<file path="src/rtl/frm_pkg.sv">
package frm_pkg;

  typedef enum logic [1:0] {
    OP_CALL  = 2'd0,
    OP_CALLI = 2'd1,
    OP_RET   = 2'd2,
    OP_NOP   = 2'd3
  } frm_op_e;

  typedef enum logic [1:0] {
    ERR_NONE = 2'd0,
    ERR_OVF  = 2'd1,
    ERR_UNF  = 2'd2,
    ERR_CODE = 2'd3
  } frm_err_e;

  typedef enum logic [2:0] {
    S_IDLE, S_DECIDE, S_WRITE, S_RDDYN, S_RDRET, S_COPY, S_DISP, S_FIN
  } frm_state_e;

  // words pushed past the limit
  function automatic logic push_overflows(input int unsigned top,
                                          input int unsigned words,
                                          input int unsigned limit);
    return (top + words) > limit;
  endfunction

  function automatic logic in_window(input int unsigned a,
                                     input int unsigned lo,
                                     input int unsigned len);
    return (a >= lo) && (a < lo + len);
  endfunction

  // return would drop below the stack base or below the frame plus results
  function automatic logic ret_underflows(input int unsigned lb,
                                          input int unsigned st,
                                          input int unsigned cnt,
                                          input int unsigned ofs,
                                          input int unsigned sbase);
    return (lb < sbase + ofs) || (st < lb + 3 + cnt);
  endfunction

  function automatic int unsigned frame_words(input frm_op_e op);
    return (op == OP_CALL) ? 3 : 2;
  endfunction

endpackage

</file>
<file path="src/rtl/frm_check.sv">
module frm_check
  import frm_pkg::*;
#(
  parameter int unsigned W          = 16,
  parameter int unsigned CODE_WORDS = 1024,
  parameter int unsigned PRIM_BASE  = 1024,
  parameter int unsigned PRIM_NUM   = 28,
  parameter int unsigned STACK_BASE = 16
) (
  input  frm_op_e        op_i,
  input  logic [W-1:0]   tgt_i,
  input  logic [W-1:0]   st_i,
  input  logic [W-1:0]   lb_i,
  input  logic [W-1:0]   ht_i,
  input  logic [W-1:0]   ofs_i,
  input  logic [3:0]     cnt_i,
  output logic           prim_o,
  output logic           bad_o,
  output logic           ovf_o,
  output logic           unf_o
);

  logic is_call;
  logic hit_prim;

  always_comb begin
    is_call  = (op_i == OP_CALL) || (op_i == OP_CALLI);
    hit_prim = in_window(32'(tgt_i), PRIM_BASE, PRIM_NUM);
    prim_o   = is_call && hit_prim;
    bad_o    = is_call && !hit_prim && (32'(tgt_i) >= CODE_WORDS);
    ovf_o    = is_call && push_overflows(32'(st_i), frame_words(op_i), 32'(ht_i));
    if (op_i == OP_RET)
      unf_o = ret_underflows(32'(lb_i), 32'(st_i), 32'(cnt_i), 32'(ofs_i), STACK_BASE);
    else if (op_i == OP_CALLI)
      unf_o = 32'(st_i) < STACK_BASE + 2;
    else
      unf_o = 1'b0;
  end

endmodule

</file>
<file path="src/rtl/frm_display.sv">
module frm_display #(
  parameter int unsigned W     = 16,
  parameter int unsigned NDISP = 6,
  parameter int unsigned IXW   = 5
) (
  input  logic               clk,
  input  logic               rst_n,
  input  logic               ld_i,
  input  logic [IXW-1:0]     idx_i,
  input  logic [W-1:0]       val_i,
  output logic [W-1:0]       prev_o,
  output logic [NDISP*W-1:0] flat_o
);

  generate
    for (genvar k = 0; k < NDISP; k++) begin : g_ent
      logic [W-1:0] q;
      always_ff @(posedge clk or negedge rst_n) begin
        if (!rst_n)                            q <= '0;
        else if (ld_i && idx_i == IXW'(k))     q <= val_i;
      end
      assign flat_o[k*W +: W] = q;
    end
  endgenerate

  // entry just below the one being loaded: next link to follow
  always_comb begin
    prev_o = '0;
    for (int k = 1; k < int'(NDISP); k++)
      if (idx_i == IXW'(k)) prev_o = flat_o[(k-1)*W +: W];
  end

endmodule

</file>
<file path="src/rtl/frm_unit.sv">
module frm_unit
  import frm_pkg::*;
#(
  parameter int unsigned W          = 16,
  parameter int unsigned CODE_WORDS = 1024,
  parameter int unsigned PRIM_BASE  = 1024,
  parameter int unsigned PRIM_NUM   = 28,
  parameter int unsigned STACK_BASE = 16,
  parameter int unsigned NDISP      = 6
) (
  input  logic               clk,
  input  logic               rst_n,
  input  logic               start_i,
  input  logic [1:0]         op_i,
  input  logic [3:0]         cnt_i,
  input  logic [W-1:0]       ofs_i,
  input  logic [W-1:0]       base_i,
  input  logic [W-1:0]       link_i,
  input  logic [W-1:0]       cp_i,
  input  logic [W-1:0]       st_i,
  input  logic [W-1:0]       lb_i,
  input  logic [W-1:0]       ht_i,
  output logic [W-1:0]       mem_raddr_o,
  input  logic [W-1:0]       mem_rdata_i,
  output logic               mem_we_o,
  output logic [W-1:0]       mem_waddr_o,
  output logic [W-1:0]       mem_wdata_o,
  output logic               done_o,
  output logic [1:0]         err_o,
  output logic               prim_o,
  output logic [W-1:0]       cp_o,
  output logic [W-1:0]       st_o,
  output logic [W-1:0]       lb_o,
  output logic [NDISP*W-1:0] disp_o
);

  localparam int unsigned IXW = $clog2(NDISP + 16);

  frm_state_e     state;
  frm_op_e        op_q;
  logic [3:0]     cnt_q;
  logic [W-1:0]   ofs_q, base_q, link_q, cp_q, st_q, lb_q, ht_q;
  logic [W-1:0]   res_cp, res_st, res_lb;
  logic [IXW-1:0] idx_q;
  frm_err_e       err_q;
  logic           prim_q;

  // named internal events
  logic [W-1:0]   tgt_w, frame_lb_w, chain_w;
  logic [IXW-1:0] wr_last_w;
  logic           chk_prim, chk_bad, chk_ovf, chk_unf;
  logic           disp_ld_w;

  assign tgt_w      = (op_q == OP_CALLI) ? mem_rdata_i : ofs_q + base_q;
  assign frame_lb_w = (op_q == OP_CALL) ? st_q : st_q - W'(2);
  assign wr_last_w  = (op_q == OP_CALL) ? IXW'(2) : IXW'(1);
  assign disp_ld_w  = (state == S_DISP);

  frm_check #(
    .W(W), .CODE_WORDS(CODE_WORDS), .PRIM_BASE(PRIM_BASE),
    .PRIM_NUM(PRIM_NUM), .STACK_BASE(STACK_BASE)
  ) u_check (
    .op_i(op_q), .tgt_i(tgt_w), .st_i(st_q), .lb_i(lb_q), .ht_i(ht_q),
    .ofs_i(ofs_q), .cnt_i(cnt_q),
    .prim_o(chk_prim), .bad_o(chk_bad), .ovf_o(chk_ovf), .unf_o(chk_unf)
  );

  frm_display #(.W(W), .NDISP(NDISP), .IXW(IXW)) u_disp (
    .clk(clk), .rst_n(rst_n), .ld_i(disp_ld_w), .idx_i(idx_q),
    .val_i(mem_rdata_i), .prev_o(chain_w), .flat_o(disp_o)
  );

  // read address per state
  always_comb begin
    unique case (state)
      S_DECIDE: mem_raddr_o = st_q - W'(1);
      S_RDDYN:  mem_raddr_o = lb_q + W'(1);
      S_RDRET:  mem_raddr_o = lb_q + W'(2);
      S_COPY:   mem_raddr_o = st_q - W'(cnt_q) + W'(idx_q);
      S_DISP:   mem_raddr_o = (idx_q == '0) ? res_lb : chain_w;
      default:  mem_raddr_o = '0;
    endcase
  end

  // write port
  always_comb begin
    mem_we_o    = 1'b0;
    mem_waddr_o = '0;
    mem_wdata_o = '0;
    if (state == S_WRITE) begin
      mem_we_o    = 1'b1;
      mem_waddr_o = st_q + W'(idx_q);
      if (op_q == OP_CALL) begin
        unique case (idx_q)
          IXW'(0): mem_wdata_o = link_q;
          IXW'(1): mem_wdata_o = lb_q;
          default: mem_wdata_o = cp_q + W'(1);
        endcase
      end else begin
        mem_wdata_o = (idx_q == '0) ? lb_q : cp_q + W'(1);
      end
    end else if (state == S_COPY) begin
      mem_we_o    = 1'b1;
      mem_waddr_o = lb_q - ofs_q + W'(idx_q);
      mem_wdata_o = mem_rdata_i;
    end
  end

  always_ff @(posedge clk or negedge rst_n) begin
    if (!rst_n) begin
      state  <= S_IDLE;
      op_q   <= OP_NOP;
      cnt_q  <= '0;
      ofs_q  <= '0; base_q <= '0; link_q <= '0;
      cp_q   <= '0; st_q   <= '0; lb_q   <= '0; ht_q <= '0;
      res_cp <= '0; res_st <= '0; res_lb <= '0;
      idx_q  <= '0;
      err_q  <= ERR_NONE;
      prim_q <= 1'b0;
    end else begin
      unique case (state)
        S_IDLE: if (start_i) begin
          op_q   <= frm_op_e'(op_i);
          cnt_q  <= cnt_i;
          ofs_q  <= ofs_i;  base_q <= base_i; link_q <= link_i;
          cp_q   <= cp_i;   st_q   <= st_i;   lb_q   <= lb_i;  ht_q <= ht_i;
          state  <= S_DECIDE;
        end
        S_DECIDE: begin
          err_q  <= ERR_NONE;
          prim_q <= 1'b0;
          idx_q  <= '0;
          res_cp <= cp_q;
          res_st <= st_q;
          res_lb <= lb_q;
          state  <= S_FIN;
          if (op_q == OP_RET) begin
            if (chk_unf) err_q <= ERR_UNF;
            else         state <= S_RDDYN;
          end else if (op_q != OP_NOP) begin
            if (chk_unf)       err_q  <= ERR_UNF;
            else if (chk_prim) prim_q <= 1'b1;
            else if (chk_bad)  err_q  <= ERR_CODE;
            else if (chk_ovf)  err_q  <= ERR_OVF;
            else begin
              res_cp <= tgt_w;
              res_lb <= frame_lb_w;
              res_st <= st_q + W'(frame_words(op_q));
              state  <= S_WRITE;
            end
          end
        end
        S_WRITE: begin
          if (idx_q == wr_last_w) begin
            idx_q <= '0;
            state <= S_DISP;
          end else begin
            idx_q <= idx_q + IXW'(1);
          end
        end
        S_RDDYN: begin
          res_lb <= mem_rdata_i;
          state  <= S_RDRET;
        end
        S_RDRET: begin
          res_cp <= mem_rdata_i;
          res_st <= lb_q - ofs_q + W'(cnt_q);
          idx_q  <= '0;
          state  <= (cnt_q == '0) ? S_DISP : S_COPY;
        end
        S_COPY: begin
          if (idx_q == IXW'(cnt_q) - IXW'(1)) begin
            idx_q <= '0;
            state <= S_DISP;
          end else begin
            idx_q <= idx_q + IXW'(1);
          end
        end
        S_DISP: begin
          if (idx_q == IXW'(NDISP - 1)) begin
            idx_q <= '0;
            state <= S_FIN;
          end else begin
            idx_q <= idx_q + IXW'(1);
          end
        end
        default: state <= S_IDLE;
      endcase
    end
  end

  assign done_o = (state == S_FIN);
  assign err_o  = err_q;
  assign prim_o = prim_q;
  assign cp_o   = res_cp;
  assign st_o   = res_st;
  assign lb_o   = res_lb;

  // direct-call writes land inside the three-word frame above the new base
  a_r1_call_frame_window: assert property (@(posedge clk) disable iff (!rst_n)
    (mem_we_o && op_q == OP_CALL) |-> ((mem_waddr_o - res_lb) < W'(3)));

  // closure-call writes skip the two closure words below them
  a_r3_closure_window: assert property (@(posedge clk) disable iff (!rst_n)
    (mem_we_o && op_q == OP_CALLI) |->
      ((mem_waddr_o - res_lb) >= W'(2) && (mem_waddr_o - res_lb) < W'(4)));

  // result copy always moves words downward
  a_r7_copy_downward: assert property (@(posedge clk) disable iff (!rst_n)
    (mem_we_o && op_q == OP_RET) |-> (mem_waddr_o < mem_raddr_o));

  // a primitive hand-off never carries an error code
  a_r4_prim_clean: assert property (@(posedge clk) disable iff (!rst_n)
    (done_o && prim_o) |-> (err_o == 2'd0));

  // a flagged error keeps the memory untouched
  a_r6_no_write_on_error: assert property (@(posedge clk) disable iff (!rst_n)
    (err_q != ERR_NONE) |-> !mem_we_o);

  // error completion keeps the code pointer
  a_r5_error_keeps_cp: assert property (@(posedge clk) disable iff (!rst_n)
    (done_o && err_o != 2'd0) |-> (cp_o == cp_q));

  // completion is a single-cycle pulse
  a_r10_done_pulse: assert property (@(posedge clk) disable iff (!rst_n)
    done_o |=> !done_o);

  // the display bank loads only while no memory write is under way
  a_r9_disp_after_writes: assert property (@(posedge clk) disable iff (!rst_n)
    disp_ld_w |-> !mem_we_o);

endmodule

</file>
<file path="config.mk">
export PLATFORM = sky130hd
export DESIGN_NAME = frm_unit
export DESIGN_NICKNAME = d
export VERILOG_FILES = /design/src/rtl/frm_pkg.sv /design/src/rtl/frm_check.sv /design/src/rtl/frm_display.sv /design/src/rtl/frm_unit.sv
export SDC_FILE = /design/constraint.sdc
export NUM_CORES = 1
export LEC_CHECK = 0
export ABC_AREA = 1
export BUFFER_PORTS_ARGS = -buffer_cell sky130_fd_sc_hd__buf_2
export CORE_MARGIN = 10
export CORE_UTILIZATION = 41
export DETAILED_ROUTE_END_ITERATION = 8
export GPL_TIMING_DRIVEN = 0
export PLACE_DENSITY = 0.59
export SLEW_MARGIN = 20
export SYNTH_ARGS = -nofsm -noshare
export SYNTH_HDL_FRONTEND = slang
export SYNTH_SLANG_ARGS = --single-unit
</file>
<file path="constraint.sdc">
create_clock -name clk -period 5.7 [get_ports clk]
set_input_delay 0.855 -clock clk [delete_from_list [all_inputs] [get_ports clk]]
set_output_delay 0.855 -clock clk [all_outputs]
set_load 0.01 [all_outputs]
</file>
==> metrics.log, run 1 <==
[metrics] Peak Freq: approximately 0.18 GHz
[metrics] leakage power: ~0.012 uW
[metrics] final hold violation count: 0
[metrics] number of instances in the placed design: 3911
[metrics] number of iterations in the first detailed-routing pass: 5
[metrics] Worst setup EP type: flip-flop
[metrics] number of enable-type register cells in the synthesized netlist: 0
[metrics] category of the critical setup timing path: flip-flop to flip-flop
[metrics] reg-to-reg critical path endpoint: state[2]$_DFFE_PN0P_
[metrics] Syn Inst Count: around 2900
[metrics] Die Height: between 200 and 250 um
[metrics] FF-to-FF Start: lb_q[0]$_DFFE_PN0P_
[metrics] outcome: complete, no violations
[metrics] sequential-to-total area share from yosys stat: between 30% and 40%
[metrics] Avg Synthesized Cell Area: approximately 7.2 um2
[metrics] initial standard-cell utilization of the core: 41.5%
[metrics] layout cells sized above 1: between 10% and 20%
[metrics] worst endpoint data arrival time: ~6100 ps
[metrics] gr ovfl total: 0
[metrics] worst reg2reg path depth: 25
[metrics] global-route usage over all layers: between 30% and 40%
[metrics] count of boundary I/O pins: ~330
[metrics] clock transition at the registers of the reported paths: roughly 60 ps
[metrics] Slew HR: between 15 and 20%
[metrics] final critical-path required period: between 5000 and 6000 ps
[metrics] number of rows created at floorplan: about 80
[metrics] core area: just over 50000 um2
[metrics] CTS root buffer: sky130_fd_sc_hd__clkbuf_16
[metrics] final RePlAce weighted congestion: 1.01
[metrics] violation count after the first detailed-routing iteration: roughly 2600
[metrics] Cell Area, Synth: between 20000 and 25000 um2
[metrics] final setup fails: 0
[metrics] class of the tightest hold or removal check: input port to asynchronous set/reset pin
[metrics] # clock sinks: 273
[metrics] Routed WL: between 100 and 150 mm
[metrics] Critical-path top delay cell: sky130_fd_sc_hd__nor3_1
[metrics] total vias in the final route: roughly 23000
[metrics] via count of the first global-routing pass: 22155
[metrics] Placement Setup Slack: -1150 ps
[metrics] final cell count without fillers: roughly 4000
[metrics] Worst Tran Pin Value: 1260 ps
[metrics] count of input and output buffers: roughly 330
[metrics] register-to-register setup slack: between 80 and 90 ps
[metrics] vias per cell: roughly 5.7
[metrics] final net count: 3578
[metrics] cell mode on critical path: sky130_fd_sc_hd__nand2_1
[metrics] H-tree depth: 2
[metrics] capturing element of the worst setup path: state[2]$_DFFE_PN0P_
[metrics] Max-cap violations: 0
[metrics] startpoint type of the worst setup path: flip-flop
[metrics] pin count of the biggest net entering global routing: 96
[metrics] leading area contributor after synthesis: sky130_fd_sc_hd__dfrtp_1
[metrics] Post-synth top cells: 685 x sky130_fd_sc_hd__nand2_1, 365 x sky130_fd_sc_hd__inv_1, 351 x sky130_fd_sc_hd__o21ai_0
[metrics] cell area power density: between 700 and 800 nW/um2
[metrics] multi-input gate area in the final layout: 12200 um2
[metrics] number of buffers on the longest clock path: 3
[metrics] Cell variety after synth: 65
[metrics] Final Max Slew Viols: 0
[metrics] delay of the slowest cell on the worst path: 790 ps
[metrics] fin crit share: between 90% and 100%
[metrics] fillers: ~5200
[metrics] number of nets in the synthesized netlist: 3198
[metrics] biggest fanout along the worst timing path: 9
[metrics] dominant cell by count in the synthesized netlist: sky130_fd_sc_hd__nand2_1
[metrics] P&R area growth vs syn: 19.2%
[metrics] later-pin clock latency in the skew report: between 500 and 600 ps
[metrics] area enclosed by the die boundary: 60300 um2
[metrics] stages on the worst setup path: 25
[metrics] Critical Path Source: lb_q[0]$_DFFE_PN0P_
[metrics] Bufs and invs on worst path: 3
[metrics] antenna violations before repair: 1
[metrics] worst IR drop on VDD: between 0.3 and 0.4 mV
[metrics] final routed wire length divided by cell count: around 25 um
[metrics] Inserted Clock Buffers: 35
[metrics] floorplan die width: roughly 250 um
[metrics] clock tree from TritonCTS: yes
[metrics] portion of synthesized cell area occupied by the leading cell type: between 30% and 40%
[metrics] cell types occupying the most area after synthesis: sky130_fd_sc_hd__dfrtp_1 33%, sky130_fd_sc_hd__nand2_1 12%, sky130_fd_sc_hd__ha_1 8.9%
[metrics] remaining antenna violation count after routing: 0
[metrics] required time of the worst setup path: 6140 ps
[metrics] final setup skew: approximately 14 ps
[metrics] sequential cell area: between 6000 and 7000 um2
[metrics] synthesis-stage register bit count: approximately 270
[metrics] kind of cell with the highest combined delay on the critical path: simple AND/OR/NAND/NOR gates
[metrics] remaining routing DRC violations: 0
[metrics] Synthesis Warnings: 0
[metrics] Top FF cell, synth: sky130_fd_sc_hd__dfrtp_1
[metrics] minimum setup slack in the final design: 81.9 ps
[metrics] global-route wire length before repair: 145 mm
[metrics] DP HPWL: ~80 mm
[metrics] share of flip-flops with an asynchronous set or reset after synthesis: 100%
==> what timing repair did <==
action                                  4_1_cts  5_1_grt
endpoints found under the setup margin       61       55
resized for setup                            19       13
setup buffers                                 1        5
hold buffers                                  0        0
pin swaps                                     0        6
==> worst register-to-register path: stages (launching register included) <==
cell and delay [ps]:
sky130_fd_sc_hd__dfrtp_1 490, sky130_fd_sc_hd__buf_4 250, sky130_fd_sc_hd__clkinvlp_4 270, sky130_fd_sc_hd__ha_1 360, sky130_fd_sc_hd__xnor2_1 170, sky130_fd_sc_hd__ha_1 390
sky130_fd_sc_hd__nand3_1 100, sky130_fd_sc_hd__nand2_1 100, sky130_fd_sc_hd__a21oi_1 140, sky130_fd_sc_hd__nor4_4 330, sky130_fd_sc_hd__nand4_1 240, sky130_fd_sc_hd__nor3_2 230
sky130_fd_sc_hd__nand3_1 130, sky130_fd_sc_hd__xor2_1 170, sky130_fd_sc_hd__ha_1 310, sky130_fd_sc_hd__nand2_1 70, sky130_fd_sc_hd__inv_1 50, sky130_fd_sc_hd__nand3_1 80
sky130_fd_sc_hd__nor3_1 140, sky130_fd_sc_hd__nand2_1 70, sky130_fd_sc_hd__nand2_1 110, sky130_fd_sc_hd__nand4_4 130, sky130_fd_sc_hd__nor3_1 790, sky130_fd_sc_hd__o21ai_0 240
sky130_fd_sc_hd__nand2_1 110, sky130_fd_sc_hd__nand2_1 50
==> how the worst min path moves through the flow <==
stage / from / endpoint
5_1_grt: rst_n / ofs_q[12]$_DFFE_PN0P_
2_1_floorplan: link_q[10]$_DFFE_PN0P_ / link_q[10]$_DFFE_PN0P_
3_5_place_dp: st_o[1]$_DFFE_PN0P_ / st_o[1]$_DFFE_PN0P_
6_report: rst_n / ofs_q[12]$_DFFE_PN0P_
4_1_cts: rst_n / ofs_q[12]$_DFFE_PN0P_
3_3_place_gp: st_o[10]$_DFFE_PN0P_ / st_o[10]$_DFFE_PN0P_
==> registers in the layout, summed over array words and instances (netlist names), 4 cells and up <==
name	cells
lb_q	16
st_o	16
link_q	16
u_disp.g_ent.q	96
lb_o	16
cp_o	16
cp_q	16
st_q	16
idx_q	5
base_q	16
cnt_q	4
ht_q	16
ofs_q	16
==> per-stage QoR <==
stage	total power (uW)	util, %	setup TNS (ps)	hold slack (ps)	area [um2]
2_1_floorplan	11400	-	0	481	20900
3_3_place_gp	16200	46.5	-449770	460	23400
3_5_place_dp	16300	46.7	-49350	467	23500
4_1_cts	18800	49.3	0	72.2	24800
5_1_grt	20600	49.5	-30.8	73.1	24900
6_report	19200	49.5	0	85.6	24900
==> final cells by class <==
| type | instances | share of cell area (%) |
|---|---|---|
| multi-input cells | 2134 | 49.2 |
| clock inverters | 17 | 0.830 |
| well taps | 672 | 3.38 |
| repair buffers | 343 | 7.33 |
| plain buffers | 109 | 1.94 |
| clock buffers | 47 | 3.99 |
| inverters | 386 | 5.84 |
| diodes | 2 | 0.0201 |
| flip-flops and latches | 273 | 27.5 |
==> where the power goes <==
part,internal (uW),switching [uW]
logic,4090,8780
clock network,1410,954
registers,2870,1120
==> per-layer routing <==
metal	vias to the layer above	wire length (um)	track usage [%]	share of wire, %
met5	-	0	0	0
met4	0	4140	12.6	4.1
met3	190	9130	6.57	9.1
met2	1143	44900	50.0	45
met1	11017	42000	42.8	42
li1	10393	-	-	-
==> layout by cell type, fill, tap and decap left out, drive strengths merged, types with 5 or more instances in the layout <==
cell type / synthesis / layout
o21bai: 26 / 26
nand4: 18 / 18
ha: 149 / 149
a31oi: 15 / 15
o21ai: 378 / 378
xor2: 83 / 83
mux2: 34 / 34
nand2: 702 / 702
nor4: 10 / 10
o221ai: 10 / 10
fa: 10 / 10
inv: 376 / 376
o2111ai: 15 / 15
nor2: 198 / 198
buf: 26 / 370
o31ai: 8 / 8
o211ai: 37 / 37
clkinv: 10 / 21
nor3: 53 / 53
nand3: 149 / 149
o32ai: 6 / 6
clkbuf: 83 / 129
a21oi: 159 / 159
o22ai: 22 / 22
a221oi: 5 / 5
dfrtp: 271 / 271
o21a: 5 / 5
xnor2: 14 / 14
==> cell families (layout without fill, tap and decap cells) <==
group / Yosys count / after routing / synth area share (%)
simple gates: 1141 / 1141 / 23.1
fa+ha+maj: 159 / 159 / 9.90
mux: 34 / 34 / 1.84
buf+inv: 495 / 902 / 9.22
flops: 273 / 273 / 32.8
other cells: 0 / 2 / 0
compound gates: 703 / 703 / 19.1
xor+xnor: 97 / 97 / 4.07
(Power assumes the default switching activity.)
==> run 2, diff against run 1 <==
CTS_BUF_LIST = sky130_fd_sc_hd__clkbuf_16   (was unset)
==> metrics.log, run 2 (same netlist as run 1, synthesis figures left out) <==
[metrics] outcome: complete, no violations (unchanged)
[metrics] fin crit share: 97.5% (was 98.6%)
[metrics] Worst setup EP type: flip-flop (unchanged)
[metrics] worst IR drop on VDD: 0.360 mV (was 0.357 mV)
[metrics] fillers: 5229 (was 5222)
[metrics] commonest non-fill, non-tap cells in the layout: 685 x sky130_fd_sc_hd__nand2_1, 370 x sky130_fd_sc_hd__inv_1, 350 x sky130_fd_sc_hd__o21ai_0 (was 685 x sky130_fd_sc_hd__nand2_1, 364 x sky130_fd_sc_hd__inv_1, 349 x sky130_fd_sc_hd__o21ai_0)
[metrics] minimum setup slack in the final design: 142 ps (was 81.9 ps)
[metrics] final hold violation count: 0 (unchanged)
[metrics] # clock sinks: 273 (unchanged)
[metrics] global-route wire length before repair: 145 mm (about the same)
[metrics] antenna violations before repair: 1 (unchanged)
[metrics] startpoint type of the worst setup path: flip-flop (unchanged)
[metrics] CTS root buffer: sky130_fd_sc_hd__clkbuf_16 (unchanged)
[metrics] RSZ-0062 raised after global routing: no
[metrics] max FFs per register: 96 (unchanged)
[metrics] layout cells sized above 1: 16.0% (about the same)
[metrics] reg-to-reg critical path endpoint: lb_o[6]$_DFFE_PN0P_ (was state[2]$_DFFE_PN0P_)
[metrics] remaining antenna violation count after routing: 0 (unchanged)
[metrics] final RePlAce weighted congestion: 1.01 (unchanged)
[metrics] violation count after the first detailed-routing iteration: 2452 (was 2590)
[metrics] worst endpoint data arrival time: 5980 ps (was 6060 ps)
[metrics] gr ovfl total: 0 (unchanged)
[metrics] most common library cell in the layout ignoring fill and taps: sky130_fd_sc_hd__nand2_1 (unchanged)
[metrics] count of input and output buffers: 333 (unchanged)
[metrics] number of iterations in the first detailed-routing pass: 7 (was 5)
[metrics] number of buffers on the longest clock path: 3 (unchanged)
[metrics] cell area power density: 771 nW/um2 (was 773 nW/um2)
[metrics] total vias in the final route: 22827 (was 22743)
[metrics] count of boundary I/O pins: 334 (unchanged)
[metrics] later-pin clock latency in the skew report: 560 ps (about the same)
[metrics] Top reg by flops: u_disp.g_ent.q (unchanged)
[metrics] H-tree depth: 2 (unchanged)
[metrics] capturing element of the worst setup path: lb_o[6]$_DFFE_PN0P_ (was state[2]$_DFFE_PN0P_)
[metrics] aggregate negative setup slack: 0 ps (unchanged)
[metrics] sequential cell area: 6840 um2 (unchanged)
[metrics] Critical Path Source: lb_q[0]$_DFFE_PN0P_ (unchanged)
[metrics] register-to-register setup slack: 140 ps (was 80 ps)
[metrics] final routed wire length divided by cell count: 25.1 um (about the same)
[metrics] floorplan die width: 246 um (unchanged)
[metrics] pin count of the biggest net entering global routing: 96 (unchanged)
[metrics] Slew HR: 18.1% (was 15.9%)
[metrics] clock tree from TritonCTS: yes (unchanged)
[metrics] Max-cap violations: 0 (unchanged)
[metrics] via count of the first global-routing pass: 22122 (was 22155)
[metrics] final setup skew: 16.5 ps (was 14.4 ps)
[metrics] leakage power: 0.0121 uW (was 0.0120 uW)
[metrics] biggest fanout along the worst timing path: 10 (was 9)
[metrics] global-route usage over all layers: 32.1% (about the same)
[metrics] final setup fails: 0 (unchanged)
[metrics] Routed WL: 99.9 mm (was 100 mm)
[metrics] class of the tightest hold or removal check: input port to asynchronous set/reset pin (unchanged)
[metrics] Placement Setup Slack: -1150 ps (unchanged)
[metrics] category of the critical setup timing path: flip-flop to flip-flop (unchanged)
[metrics] core area: 50300 um2 (unchanged)
[metrics] final net count: 3582 (was 3578)
[metrics] DP HPWL: 79.4 mm (unchanged)
[metrics] required time of the worst setup path: 6130 ps (was 6140 ps)
[metrics] number of rows created at floorplan: 82 (unchanged)
[metrics] clock transition at the registers of the reported paths: 60 ps (about the same)
[metrics] vias per cell: 5.73 (was 5.71)
[metrics] P&R area growth vs syn: 19.2% (about the same)
[metrics] FF-to-FF Start: lb_q[0]$_DFFE_PN0P_ (unchanged)
[metrics] Layout Utilization: 49.5% (about the same)
[metrics] Inserted Clock Buffers: 35 (unchanged)
[metrics] Peak Freq: 0.180 GHz (was 0.178 GHz)
[metrics] final critical-path required period: 5560 ps (was 5620 ps)
[metrics] Final Max Slew Viols: 0 (unchanged)
[metrics] worst reg2reg path depth: 27 (was 25)
[metrics] remaining routing DRC violations: 0 (unchanged)
[metrics] Die Height: 246 um (unchanged)
[metrics] multi-input gate area in the final layout: 12200 um2 (unchanged)
[metrics] area enclosed by the die boundary: 60300 um2 (unchanged)
[metrics] initial standard-cell utilization of the core: 41.5% (unchanged)
[metrics] Worst Tran Pin Value: 1230 ps (was 1260 ps)
## run 2: cell count changes in the layout (fill, tap and decap cells not counted)
cell,previous run,this run
sky130_fd_sc_hd__clkbuf_1,86,80
sky130_fd_sc_hd__clkbuf_8,5,0
sky130_fd_sc_hd__inv_1,364,370
sky130_fd_sc_hd__o21ai_0,349,350
sky130_fd_sc_hd__diode_2,2,1
sky130_fd_sc_hd__clkinv_1,10,15
sky130_fd_sc_hd__buf_4,12,15
sky130_fd_sc_hd__o21ai_1,27,26
sky130_fd_sc_hd__buf_12,1,2
## run 2: worst min-delay path by stage
stage / start / to / slack, ps / cells past startpoint
after floorplan: link_q[10]$_DFFE_PN0P_ / link_q[10]$_DFFE_PN0P_ / 480 / 1
after global placement: st_o[10]$_DFFE_PN0P_ / st_o[10]$_DFFE_PN0P_ / 460 / 2
after detailed placement: st_o[1]$_DFFE_PN0P_ / st_o[1]$_DFFE_PN0P_ / 470 / 2
after CTS: rst_n / ofs_q[12]$_DFFE_PN0P_ / 70 / 1
after global routing: rst_n / ofs_q[12]$_DFFE_PN0P_ / 80 / 1
final: rst_n / ofs_q[12]$_DFFE_PN0P_ / 90 / 1
## run 2: layer usage
layer	share of wire (%)	track usage (%)	wire (um)
met1	42	42.8	41500
met3	9.4	6.57	9410
met4	4.2	12.7	4150
met2	45	50.0	44800
met5	0	0	0
## run 2: report_power, final
group	internal [uW]	total [uW]	switching, uW
Combinational	4120	12900	8780
Sequential	2870	3980	1110
Clock	1330	2290	954
Total	8320	19200	10800
## run 2: metrics by stage
| step | cell area, um2 | cells | power (uW) | hold WS, ps |
|---|---|---|---|---|
| after floorplan | 20900 | 2902 | 11400 | 481 |
| after global placement | 23400 | 3907 | 16200 | 460 |
| after detailed placement | 23500 | 3911 | 16300 | 467 |
| after CTS | 24700 | 3976 | 18700 | 72.7 |
| after global routing | 24900 | 3985 | 20500 | 75.3 |
| final | 24900 | 3986 | 19200 | 89.0 |
## run 2: critical path: stages (launching register included)
cell                         delay, ps
sky130_fd_sc_hd__dfrtp_1           490
sky130_fd_sc_hd__buf_4             240
sky130_fd_sc_hd__clkinvlp_4        130
sky130_fd_sc_hd__buf_4             160
sky130_fd_sc_hd__ha_1              260
sky130_fd_sc_hd__xnor2_1           170
sky130_fd_sc_hd__ha_1              390
sky130_fd_sc_hd__nand3_1           100
sky130_fd_sc_hd__nand2_1           100
sky130_fd_sc_hd__a21oi_1           130
sky130_fd_sc_hd__nor4_4            430
sky130_fd_sc_hd__nand4_1           230
sky130_fd_sc_hd__nor3_2            220
sky130_fd_sc_hd__nand3_1           120
sky130_fd_sc_hd__xor2_1            170
sky130_fd_sc_hd__ha_1              300
sky130_fd_sc_hd__nand2_1            70
sky130_fd_sc_hd__inv_1              50
sky130_fd_sc_hd__nand3_1            80
sky130_fd_sc_hd__nor3_1            140
sky130_fd_sc_hd__nand2_1            70
sky130_fd_sc_hd__nand2_1           110
sky130_fd_sc_hd__nand4_4           130
sky130_fd_sc_hd__a21oi_4           320
sky130_fd_sc_hd__nand2_4           210
sky130_fd_sc_hd__buf_6             230
sky130_fd_sc_hd__o21ai_1           260
sky130_fd_sc_hd__o21bai_1           90
## run 2: final cells by class
class	count	share of cell area [%]
buffer	109	1.94
clock buffer	36	3.62
inverter	386	5.84
antenna	1	0.0101
timing repair buffer	347	7.51
multi-input combinational	2134	49.2
sequential	273	27.5
clock inverter	28	0.996
tap	672	3.38
## run 2: what timing repair did
| item | CTS | global route |
|---|---|---|
| buffers inserted | 1 | 9 |
| hold buffers | 0 | 0 |
| pin swaps | 0 | 7 |
| endpoints found under the setup margin | 61 | 55 |
| resized for setup | 18 | 13 |
